### src/rtl/stepper_pkg.sv
package stepper_pkg;

    typedef enum logic [2:0] {
        POS_A = 3'd0,
        POS_B = 3'd1,
        POS_C = 3'd2,
        POS_D = 3'd3,
        POS_E = 3'd4,
        POS_F = 3'd5,
        POS_G = 3'd6,
        POS_H = 3'd7
    } pos_e;

    typedef enum logic [1:0] {
        COIL_IDLE = 2'd0,
        COIL_FWD  = 2'd1,
        COIL_BACK = 2'd2
    } coil_e;

    localparam int unsigned NUM_COILS = 2;
    localparam int unsigned NUM_TERMS = 2 * NUM_COILS;

endpackage

### src/rtl/stepper_sync.sv
module stepper_sync #(
    parameter int unsigned WIDTH  = 4,
    parameter int unsigned STAGES = 2
) (
    input  logic             clk,
    input  logic             rst_n,
    input  logic [WIDTH-1:0] d,
    output logic [WIDTH-1:0] q
);
    logic [WIDTH-1:0] chain [STAGES];

    always_ff @(posedge clk or negedge rst_n) begin
        if (!rst_n) chain[0] <= '0;
        else        chain[0] <= d;
    end

    for (genvar s = 1; s < STAGES; s++) begin : g_stage
        always_ff @(posedge clk or negedge rst_n) begin
            if (!rst_n) chain[s] <= '0;
            else        chain[s] <= chain[s-1];
        end
    end

    assign q = chain[STAGES-1];
endmodule

### src/rtl/stepper_edge.sv
module stepper_edge (
    input  logic clk,
    input  logic rst_n,
    input  logic level,
    output logic rise
);
    logic level_d;

    always_ff @(posedge clk or negedge rst_n) begin
        if (!rst_n) level_d <= 1'b0;
        else        level_d <= level;
    end

    assign rise = level & ~level_d;
endmodule

### src/rtl/stepper_fsm.sv
module stepper_fsm
    import stepper_pkg::*;
(
    input  logic clk,
    input  logic rst_n,
    input  logic step_rise,
    input  logic ccw,
    input  logic half_mode,
    input  logic park_s,
    output pos_e pos
);
    pos_e pos_q, pos_nxt;

    always_ff @(posedge clk or negedge rst_n) begin
        if (!rst_n) pos_q <= POS_A;
        else        pos_q <= pos_nxt;
    end

    always_comb begin
        pos_nxt = pos_q;
        if (park_s) begin
            pos_nxt = POS_A;                                   // PARK_HOME
        end else if (step_rise) begin
            unique case ({half_mode, ccw})
                2'b10: pos_nxt = pos_e'(pos_q + 3'd1);         // HALF_FWD
                2'b11: pos_nxt = pos_e'(pos_q - 3'd1);         // HALF_REV
                2'b00: pos_nxt = pos_q[0] ? pos_e'(pos_q + 3'd1)
                                          : pos_e'(pos_q + 3'd2); // FULL_FWD
                2'b01: pos_nxt = pos_q[0] ? pos_e'(pos_q - 3'd1)
                                          : pos_e'(pos_q - 3'd2); // FULL_REV
                default: pos_nxt = pos_q;
            endcase
        end
    end

    assign pos = pos_q;

    assert_park_home_R1: assert property (@(posedge clk) disable iff (!rst_n)
        park_s |=> (pos_q == POS_A));

    assert_hold_without_edge_R2: assert property (@(posedge clk) disable iff (!rst_n)
        (!step_rise && !park_s) |=> $stable(pos_q));

    assert_half_single_R4: assert property (@(posedge clk) disable iff (!rst_n)
        (step_rise && half_mode && !park_s) |=>
            ((3'(pos_q - $past(pos_q)) == 3'd1) || (3'(pos_q - $past(pos_q)) == 3'd7)));

    assert_full_lands_even_R10: assert property (@(posedge clk) disable iff (!rst_n)
        (step_rise && !half_mode && !park_s) |=> (pos_q[0] == 1'b0));
endmodule

### src/rtl/stepper_bridge.sv
module stepper_bridge
    import stepper_pkg::*;
(
    input  logic                 clk,
    input  logic                 rst_n,
    input  pos_e                 pos,
    input  logic                 hold_hi,
    input  logic                 park,
    output logic [NUM_TERMS-1:0] hi_en,
    output logic [NUM_TERMS-1:0] lo_en,
    output logic                 home_n
);
    coil_e coil [NUM_COILS];
    logic [NUM_TERMS-1:0] hi_raw, lo_raw;

    always_comb begin
        unique case (pos)
            POS_A: begin coil[0] = COIL_FWD;  coil[1] = COIL_FWD;  end
            POS_B: begin coil[0] = COIL_IDLE; coil[1] = COIL_FWD;  end
            POS_C: begin coil[0] = COIL_BACK; coil[1] = COIL_FWD;  end
            POS_D: begin coil[0] = COIL_BACK; coil[1] = COIL_IDLE; end
            POS_E: begin coil[0] = COIL_BACK; coil[1] = COIL_BACK; end
            POS_F: begin coil[0] = COIL_IDLE; coil[1] = COIL_BACK; end
            POS_G: begin coil[0] = COIL_FWD;  coil[1] = COIL_BACK; end
            POS_H: begin coil[0] = COIL_FWD;  coil[1] = COIL_IDLE; end
            default: begin coil[0] = COIL_IDLE; coil[1] = COIL_IDLE; end
        endcase
    end

    for (genvar c = 0; c < NUM_COILS; c++) begin : g_coil
        always_comb begin
            unique case (coil[c])
                COIL_FWD: begin
                    hi_raw[2*c +: 2] = 2'b01;
                    lo_raw[2*c +: 2] = 2'b10;
                end
                COIL_BACK: begin
                    hi_raw[2*c +: 2] = 2'b10;
                    lo_raw[2*c +: 2] = 2'b01;
                end
                default: begin
                    hi_raw[2*c +: 2] = hold_hi ? 2'b11 : 2'b00;
                    lo_raw[2*c +: 2] = 2'b00;
                end
            endcase
        end
    end

    always_comb begin
        hi_en  = park ? '0 : hi_raw;
        lo_en  = park ? '0 : lo_raw;
        home_n = ~(park || (pos == POS_A));
    end

    assert_no_shoot_through_R11: assert property (@(posedge clk) disable iff (!rst_n)
        (hi_en & lo_en) == '0);

    assert_park_floats_R1: assert property (@(posedge clk) disable iff (!rst_n)
        park |-> (hi_en == '0 && lo_en == '0 && !home_n));

    assert_home_flag_R8: assert property (@(posedge clk) disable iff (!rst_n)
        (!park && !home_n) |-> (hi_en == 4'b0101 && lo_en == 4'b1010));
endmodule

### src/rtl/stepper_seq.sv
module stepper_seq
    import stepper_pkg::*;
#(
    parameter int unsigned SYNC_STAGES = 2
) (
    input  logic       clk,
    input  logic       rst_n,
    input  logic       step_in,
    input  logic       ccw,
    input  logic       half_mode,
    input  logic       hold_hi,
    input  logic       park,
    output logic [3:0] hi_en,
    output logic [3:0] lo_en,
    output logic       home_n
);
    localparam int unsigned SYNC_W = 5;

    logic [SYNC_W-1:0] raw_in, sync_out;
    logic step_s, ccw_s, half_s, hold_s, park_s, step_rise;
    pos_e pos;

    assign raw_in = {park, hold_hi, half_mode, ccw, step_in};
    assign {park_s, hold_s, half_s, ccw_s, step_s} = sync_out;

    stepper_sync #(.WIDTH(SYNC_W), .STAGES(SYNC_STAGES)) u_sync (
        .clk(clk), .rst_n(rst_n), .d(raw_in), .q(sync_out)
    );

    stepper_edge u_edge (
        .clk(clk), .rst_n(rst_n), .level(step_s & ~park_s), .rise(step_rise)
    );

    stepper_fsm u_fsm (
        .clk(clk), .rst_n(rst_n), .step_rise(step_rise), .ccw(ccw_s),
        .half_mode(half_s), .park_s(park_s), .pos(pos)
    );

    stepper_bridge u_bridge (
        .clk(clk), .rst_n(rst_n), .pos(pos), .hold_hi(hold_s),
        .park(park | ~rst_n), .hi_en(hi_en), .lo_en(lo_en), .home_n(home_n)
    );
endmodule

### config.mk
export PLATFORM = sky130hd
export DESIGN_NAME = stepper_seq
export DESIGN_NICKNAME = d
export VERILOG_FILES = /design/src/rtl/stepper_pkg.sv /design/src/rtl/stepper_sync.sv /design/src/rtl/stepper_edge.sv /design/src/rtl/stepper_fsm.sv /design/src/rtl/stepper_bridge.sv /design/src/rtl/stepper_seq.sv
export SDC_FILE = /design/constraint.sdc
export NUM_CORES = 1
export LEC_CHECK = 0
export ABC_AREA = 1
export CORE_MARGIN = 4
export CORE_UTILIZATION = 43
export DETAILED_ROUTE_END_ITERATION = 10
export PLACE_DENSITY = 0.78
export SLEW_MARGIN = 20
export SYNTH_ARGS = -nofsm -noshare
export SYNTH_HDL_FRONTEND = slang
export SYNTH_SLANG_ARGS = --single-unit
export TNS_END_PERCENT = 30
### constraint.sdc
create_clock -name clk -period 1.5 [get_ports clk]
set_input_delay 0.3 -clock clk [delete_from_list [all_inputs] [get_ports clk]]
set_output_delay 0.3 -clock clk [all_outputs]
set_load 0.005 [all_outputs]
## Yosys cells after proc, flatten, opt, wreduce, memory -nomap -nowiden

Memories as Yosys holds them, arrays and structs flattened.
Index checks and enable logic that the tools add are counted.
W data, S select, Z words.

- Register bits after elaboration: 14
- Memory bits (read-only): 32
- Input bits: 7
- Output and inout port bits: 9
- Logic and storage cells: 39
- Memories: 1

- Add/subtract/negate cells: 4
- Equal/unequal tests: 7
- Multiplexer cells: 12
- Bitwise logic cells: 7
- Reduce and logical (&&, ||, !) cells: 4

Memories:

| memory | depth | bits a word | read ports | clocked after memory_dff | write ports | line | RTL |
|---|---|---|---|---|---|---|---|
| (no name shown) | 8 | 4 | 1 | 0 | 0 | stepper_bridge.sv:17 | `unique case (pos)` |

Operators by type and width:

| cell | count |
|---|---|
| $pmux W2 S2 | 4 |
| $mux W3 | 4 |
| $pmux W3 S4 | 1 |
| $eq A2 B2 Y1 const B | 4 |
| $mux W4 | 2 |
| $eq A2 B1 Y1 const B | 3 |
| $not A1 Y1 | 4 |
| $add A3 B1 Y3 const B | 1 |
| $add A3 B2 Y3 const B | 1 |
| $logic_not A3 Y1 | 1 |
| $sub A3 B1 Y3 const B | 1 |
| $sub A3 B2 Y3 const B | 1 |
| $and A1 B1 Y1 | 2 |
| $logic_not A2 Y1 | 1 |
| $mux W2 | 1 |
| $reduce_bool A2 Y1 | 1 |
| $logic_or A1 B1 Y1 | 1 |
| $or A1 B1 Y1 | 1 |

## Depth between registers and ports, before layout

Gate-level depths: netlist of run 1.

- Depth after elaboration: 5
- Mapped depth: 10
- Depth with buffers taken out: 10

## By module

Synthesis of run 1 repeated with hierarchy kept, for this count alone.

- Cells, all modules: 112
- Area total of the unflattened synthesis: 827.0 um^2

Modules (own cells, without submodules):

| module | times used | cells each | area each (um^2) | sequential area each (um^2) |
|---|---|---|---|---|
| stepper_fsm | 1 | 54 | 319.1 | 75.1 |
| stepper_sync | 1 | 15 | 287.8 | 250.2 |
| stepper_bridge | 1 | 36 | 167.7 | 0.0 |
| stepper_edge | 1 | 3 | 35.0 | 25.0 |
| stepper_seq | 1 | 4 | 17.5 | 0.0 |

## Least setup slack after synthesis of run 1

No wires, ideal clock.

- Path kind: register to output
- From: register u_fsm.pos_q[1] (netlist: u_fsm.pos[1])
- To: output hi_en[1]
- Arrival time: 1.253 ns
- Data required time: 1.200 ns
- Setup slack: -0.053 ns
- Cell stages (with the launch flop): 7
- Buffers on the path: 0
- Cells stage by stage: dfrtp_1 -> bufinv_8 -> ha_1 -> nand2_1 -> nand2_1 -> or2_4 -> a21oi_2

- Longest elaborated chain between the ends: 4
- Elaborated cells between the ends (all ways): 5
- Classes of those cells: eq/ne: 2; mux: 2; memory: 1

RTL lines:

| item | line | RTL |
|---|---|---|
| start: declaration | stepper_fsm.sv:12 | `pos_e pos_q, pos_nxt;` |
| start signal: assignment | stepper_fsm.sv:16 | `else pos_q <= pos_nxt;` |
| $mem_v2 Z8 W4 (*) | n/a |  |
| $eq A2 B2 Y1 or $eq A2 B1 Y1 (tied branches) | stepper_bridge.sv:32 | `unique case (coil[c])` |
| $pmux W2 S2 (*) | stepper_bridge.sv:32 |  |
| $mux W4 (*) | stepper_bridge.sv:50 | `hi_en = park ? '0 : hi_raw;` |
| end: declaration | stepper_seq.sv:13 | `output logic [3:0] hi_en,` |

Mark *: on every way between the ends. The rest lies on a longest branch, timed or not.

## Worst setup path after layout of run 1

- From: register u_fsm.pos_q[1] (netlist: u_fsm.pos[1])
- To: output hi_en[2]

The elaborated chain is that of the path after synthesis.

==> results of run 1 <==
[repair_timing]
action	4_1_cts	5_1_grt
gates resized for setup	57	8
pin swaps	12	3
setup buffers	5	0
endpoints found under the setup margin	10	11
cloned	0	0
[worst paths after layout]
check	startpoint	to	slack, ns	cells after the start
max	u_fsm.pos[1]$_DFFE_PN0P_	hi_en[2]	-0.30	6
min	u_sync.chain[8]$_DFF_PN0_	u_sync.q[3]$_DFF_PN0_	0.35	0
max reg2reg	u_fsm.pos[1]$_DFFE_PN0P_	u_fsm.pos[2]$_DFFE_PN0P_	-0.03	10
min reg2reg	u_sync.chain[8]$_DFF_PN0_	u_sync.q[3]$_DFF_PN0_	0.35	0
max in group asynchronous	rst_n	u_fsm.pos[1]$_DFFE_PN0P_	0.97	2
min in group asynchronous	rst_n	u_sync.chain[9]$_DFF_PN0_	0.36	2
[layer usage]
layer  track usage, %  vias to the layer above  wire length, µm
met5                0                        -                0
met4             8.06                        0               31
met3             2.75                        2               71
met2             28.3                       14              955
met1             14.3                      318              633
li1                 -                      347                -
[critical path, delay by kind of cell (launching register included)]
family,cells,cell delay [ns]
buf+inv,3,0.37
flops,1,0.45
compound gates,2,0.25
fa+ha+maj,1,0.16
[flip-flops by register name, summed over array words and instances, names as in the netlist]
signal / cells
u_fsm.pos: 3
u_edge.level_d: 1
u_sync.chain: 5
u_sync.q: 5
[power breakdown]
| part | internal, mW | switching, mW |
|---|---|---|
| logic | 0.201 | 0.192 |
| registers | 0.402 | 0.0220 |
| clock network | 0.147 | 0.105 |
| total | 0.751 | 0.319 |
[kinds of logic after synthesis]
group,Yosys count,synth area share [%]
flops,14,47.8
compound gates,10,7.85
buf+inv,15,9.56
simple gates,43,24.6
fa+ha+maj,6,10.2
[area by class of cell]
| cell class | count | area [µm²] | share of cell area, % |
|---|---|---|---|
| clock buffers | 4 | 36.3 | 3.20 |
| flip-flops and latches | 14 | 352 | 31.0 |
| inverters | 15 | 68.8 | 6.06 |
| multi-input cells | 59 | 410 | 36.2 |
| well taps | 16 | 20.0 | 1.76 |
| repair buffers | 32 | 248 | 21.8 |
[cell usage after synthesis]
cell type,n
sky130_fd_sc_hd__a21oi_1,7
sky130_fd_sc_hd__a21oi_2,1
sky130_fd_sc_hd__bufinv_8,1
sky130_fd_sc_hd__dfrtp_1,14
sky130_fd_sc_hd__ha_1,6
sky130_fd_sc_hd__inv_1,9
sky130_fd_sc_hd__inv_2,5
sky130_fd_sc_hd__nand2_1,21
sky130_fd_sc_hd__nand2_2,1
sky130_fd_sc_hd__nand3_1,6
sky130_fd_sc_hd__nor2_1,12
sky130_fd_sc_hd__nor3_1,1
sky130_fd_sc_hd__o21ai_1,1
sky130_fd_sc_hd__o21ai_2,1
sky130_fd_sc_hd__or2_0,1
sky130_fd_sc_hd__or2_4,1
[metrics by stage]
step / cell area (µm²) / TNS, ns / std cells / hold slack (ns) / util (%)
6_report: 1130 / -2.08 / 140 / 0.352 / 72.8
5_1_grt: 1130 / -2.85 / 140 / 0.353 / 72.8
4_1_cts: 1110 / -2.00 / 140 / 0.353 / 71.3
3_5_place_dp: 1000 / -4.56 / 131 / 0.338 / 64.1
3_3_place_gp: 1000 / -4.41 / 131 / 0.332 / 64.1
2_1_floorplan: 739 / 0 / 88 / 0.00441 / -
==> run metrics, run 1 <==
share of Yosys cell area claimed by the top area cell type=a little under half; antenna violations before repair=0; CTS buffer count=3; # H-tree levels=1; outcome=finished with violations; number of nets with antenna violations after detailed routing=0; horizontal die dimension=roughly 49 µm; clock transition at the registers of the reported paths=about 0.070 ns; period utilisation layout=120%; critical path capture point type=primary output; Routed WL per cell=12.1 µm; count of different cell masters after synthesis=16; most common library cell in the layout ignoring fill and taps=sky130_fd_sc_hd__nand2_1; root buffer selected by CTS=sky130_fd_sc_hd__clkbuf_4; minimum setup slack after placement=-0.525 ns; Pleak=0.575 nW; largest buffer count on any clock path=2; biggest cell delay along the critical path=about 0.45 ns; part of the Yosys area used for sequential elements=between 40% and 50%; overall power=around 1.1 mW; commonest cells after routing, fill and taps aside=sky130_fd_sc_hd__nand2_1, sky130_fd_sc_hd__buf_4, sky130_fd_sc_hd__dfrtp_1; Core Rows=14; violated checks=setup timing; vias after detailed routing=681; pin count of the biggest net entering global routing=15; wire length of the first global-routing pass=roughly 2.8 mm; violation count after the first detailed-routing iteration=12; flop and latch count out of synthesis=14; count of nets after finishing=about 140; worst min-delay path category=flip-flop to flip-flop; clock latency of the later-clocked register in the worst-skew pair=~0.27 ns; Die ar.=0.00243 mm²; average cell area after synthesis=approximately 8.3 µm²; Detailed Route WL=between 1.5 and 2 mm; overall fraction of global-route tracks in use=14.7%; Post-CTS Hold Buffers=0; cell with the largest stage delay on the worst path=sky130_fd_sc_hd__dfrtp_2; GR Overflow Total=0; slew of the pin with the lowest slew margin=0.220 ns; Post-Route Skew=~0.00049 ns; post-layout min period=about 1.8 ns; CP Data Arrival Time=about 1.5 ns; antenna fix cells=0; Fmax=between 500 and 600 MHz; critical-path cell list=buf_6 -> ha_4 -> inv_6 -> o21ai_1 -> a21oi_1 -> buf_2; count of final hold-check violations=0; filler cell count=130; effective utilization at floorplan=between 40% and 50%; area overhead of the layout relative to synthesis=54.8%; length of the first detailed-routing pass in iterations=2; worst max-slew margin expressed relative to the limit=between 80% and 90%; Required @ worst endpoint=roughly 1.2 ns; largest cells by area after synthesis=sky130_fd_sc_hd__dfrtp_1, sky130_fd_sc_hd__nand2_1, sky130_fd_sc_hd__ha_1; via count of the first global-routing pass=around 700; kind of launch point of the worst setup path=flip-flop; Post-route DRC=0; # IOs=16; post-layout worst setup margin=-0.298 ns; Final GP Congestion=about 0.76; Max Slew Vio Count=0; number of clock sinks seen by CTS=14; number of cells produced by synthesis=slightly below 90; setup repair after global routing missed its margin=yes; Synth warnings=0; vertical die dimension=49.3 µm; Finish-stage setup viols=11; critical path fanouts, max=4; half-perimeter wire length after detailed placement=roughly 1.1 mm; count of input and output buffers=15; TritonCTS clock tree=built; Max rail drop VDD=689 µV; nets in the synthesized netlist=roughly 100; power density relative to cell area=943 mW/mm²; fraction of layout instances using a drive strength above 1=~47%; combined area of all synthesized cells=between 700 and 800 µm²; Max Cap Violations=0; CP Class=flip-flop to primary output; cell type with the highest aggregate area in the netlist=sky130_fd_sc_hd__dfrtp_1; core region area=roughly 0.0016 mm²; vias per cell=4.86
No activity file was read; power rests on OpenSTA's default activity.
==> run 2, diff against run 1 <==
--- a/config.mk
+++ b/config.mk
@@ -6,12 +6,12 @@
 export NUM_CORES = 1
 export LEC_CHECK = 0
 export ABC_AREA = 1
+export CAP_MARGIN = 20
 export CORE_MARGIN = 4
-export CORE_UTILIZATION = 43
+export CORE_UTILIZATION = 45
 export DETAILED_ROUTE_END_ITERATION = 10
 export PLACE_DENSITY = 0.78
 export SLEW_MARGIN = 20
 export SYNTH_ARGS = -nofsm -noshare
 export SYNTH_HDL_FRONTEND = slang
 export SYNTH_SLANG_ARGS = --single-unit
-export TNS_END_PERCENT = 30
==> constraint.sdc (replaced) <==
create_clock -name clk -period 1.9 [get_ports clk]
set_input_delay 0.38 -clock clk [delete_from_list [all_inputs] [get_ports clk]]
set_output_delay 0.38 -clock clk [all_outputs]
set_load 0.005 [all_outputs]
==> run 2 against run 1 <==
Compared with the run above: the flow now finishes without violations; power fell by 29%; core utilization fell by 3.4 points; combinational power shrank 30%; critical path depth unchanged; cell count shrank 1.4%; highest routed layer unchanged; wire length shrank 11%; global-route usage shrank 0.84 points; flip-flop and latch count unchanged.
==> run metrics, run 2 (synthesis results as in run 1) <==
wire length of the first global-routing pass=2.63 mm (-6.6%); worst max-slew margin expressed relative to the limit=84.6% (-0.70 points); area of the multi-input gates=363 µm² (-12%); Critical Path Source=u_fsm.pos[1]$_DFFE_PN0P_; largest buffer count on any clock path=2 (unchanged); vertical die dimension=48.4 µm (-1.9%); critical path capture point type=primary output; # IOs=16 (unchanged); outcome=complete, no violations; number of nets with antenna violations after detailed routing=0 (unchanged); Routed WL per cell=11.0 µm (-9.2%); CP endpoint=hi_en[1]; clock latency of the later-clocked register in the worst-skew pair=0.26 ns (about the same); depth of the critical timing path with buffers and inverters included=6 (unchanged); family with the most delay on the worst path=flip-flops; root buffer selected by CTS=sky130_fd_sc_hd__clkbuf_4; biggest cell delay along the critical path=0.45 ns (about the same); TritonCTS clock tree=built; critical-path cell list=inv_8 -> ha_4 -> o21ai_4 -> or2_4 -> a21oi_2 -> buf_2; Post-CTS Hold Buffers=0 (unchanged); Detailed Route WL=1.51 mm (-11%); power density relative to cell area=716 mW/mm² (-24%); setup repair after global routing missed its margin=yes; fraction of layout instances using a drive strength above 1=37.7% (-9.1 points); antenna fix cells=0 (unchanged); number of clock sinks seen by CTS=14 (unchanged); slew of the pin with the lowest slew margin=0.230 ns (+0.00955 ns); overall fraction of global-route tracks in use=13.9% (-0.84 points); violation count after the first detailed-routing iteration=12 (unchanged); vias after detailed routing=679 (-0.29%); period utilisation layout=97.4%; Max rail drop VDD=555 µV (-19%); core region area=0.00152 mm² (-2.2%); cell area after layout=0.00106 mm² (-6.8%); count of input and output buffers=15 (unchanged); GR Overflow Total=0 (unchanged); clock transition at the registers of the reported paths=0.07 ns (about the same); worst min-delay path category=flip-flop to flip-flop; Post-Route Skew=0.00205 ns (+0.00156 ns); count of final hold-check violations=0 (unchanged); cell with the largest stage delay on the worst path=sky130_fd_sc_hd__dfrtp_2; Fmax=541 MHz; area overhead of the layout relative to synthesis=44.2%; filler cell count=125 (-3.8%); final-layout setup total negative slack=0 ns (+2.08 ns); area taken by flip-flops and latches=352 µm² (unchanged); minimum setup slack after placement=-0.323 ns (+0.201 ns); CTS buffer count=3 (unchanged); Max Cap Violations=0 (unchanged); startpoint of the lowest-slack register-to-register path=u_fsm.pos[1]$_DFFE_PN0P_; worst hold slack across all endpoints=0.350 ns (-0.00137 ns); Required @ worst endpoint=1.52 ns (+0.32 ns); # H-tree levels=1 (unchanged); Finish-stage setup viols=0 (-11); Post-route DRC=0 (unchanged); vias per cell=4.92 (+1.2%); CP Data Arrival Time=1.47 ns (-0.03 ns); via count of the first global-routing pass=648 (-7.8%); most common library cell in the layout ignoring fill and taps=sky130_fd_sc_hd__nand2_1; kind of launch point of the worst setup path=flip-flop; count of nets after finishing=137 (-0.72%); horizontal die dimension=48.4 µm (-1.9%); Max Slew Vio Count=0 (unchanged); DP Area=993 µm² (-0.63%); effective utilization at floorplan=48.1% (+1.1 points); Core Rows=14 (unchanged); length of the first detailed-routing pass in iterations=5 (+3); pin count of the biggest net entering global routing=15 (unchanged); post-layout min period=approximately 1.8 ns; post-layout worst setup margin=0.0503 ns (+0.348 ns); half-perimeter wire length after detailed placement=1.11 mm (-2.6%); Post-Route Utilization=69.4% (-3.4 points); buffer and inverter count on the worst path=2 (-1); CP Class=flip-flop to primary output; commonest cells after routing, fill and taps aside=sky130_fd_sc_hd__nand2_1, sky130_fd_sc_hd__buf_4, sky130_fd_sc_hd__dfrtp_1; Die ar.=0.00234 mm² (-3.7%); worst r2r path cells=10 (unchanged); destination of the worst register-to-register timing path=u_fsm.pos[2]$_DFFE_PN0P_; critical path fanouts, max=4 (unchanged); Final GP Congestion=0.864 (+14%); antenna violations before repair=0 (unchanged); flop-to-flop setup slack=0.37 ns (+0.40 ns); Pleak=0.553 nW (-3.9%)
-- run 2: worst min-delay path by stage --
stage                          endpoint                       from  depth (start not counted)  slack (ns)
2_1_floorplan  u_edge.level_d$_DFF_PN0_                      rst_n                          0        0.08
3_3_place_gp      u_sync.q[3]$_DFF_PN0_  u_sync.chain[8]$_DFF_PN0_                          0        0.33
3_5_place_dp      u_sync.q[1]$_DFF_PN0_  u_sync.chain[6]$_DFF_PN0_                          0        0.34
4_1_cts           u_sync.q[1]$_DFF_PN0_  u_sync.chain[6]$_DFF_PN0_                          0        0.35
5_1_grt           u_sync.q[1]$_DFF_PN0_  u_sync.chain[6]$_DFF_PN0_                          0        0.36
6_report          u_sync.q[1]$_DFF_PN0_  u_sync.chain[6]$_DFF_PN0_                          0        0.35
-- run 2: what timing repair did --
action                     CTS  global route
setup buffers                2             2
gates resized for setup     38            11
pin swaps                    5             3
setup endpoints to repair    9             9
-- run 2: routing by layer --
metal	vias up	global-route usage [%]	share of wire (%)	wire, µm
met5	-	0	0	0
met4	0	8.76	3.0	45
met3	8	2.76	5.6	84
met2	30	24.1	52	783
met1	300	15.0	40	601
li1	341	-	-	-
-- run 2: cell type report --
class / instances / area share, %
multi-input cells: 59 / 34.3
flip-flops and latches: 14 / 33.3
repair buffers: 31 / 22.1
inverters: 15 / 6.27
clock buffers: 3 / 2.13
well taps: 16 / 1.89
-- run 2: report_power, final --
part | internal [mW] | switching [mW]
logic | 0.142 | 0.135
registers | 0.318 | 0.0159
clock network | 0.0731 | 0.0734
total | 0.533 | 0.225
-- run 2: stage by stage --
stage	cells	power [mW]
3_3_place_gp	131	0.569
3_5_place_dp	131	0.576
4_1_cts	136	0.738
5_1_grt	138	0.818
2_1_floorplan	88	0.462
6_report	138	0.757
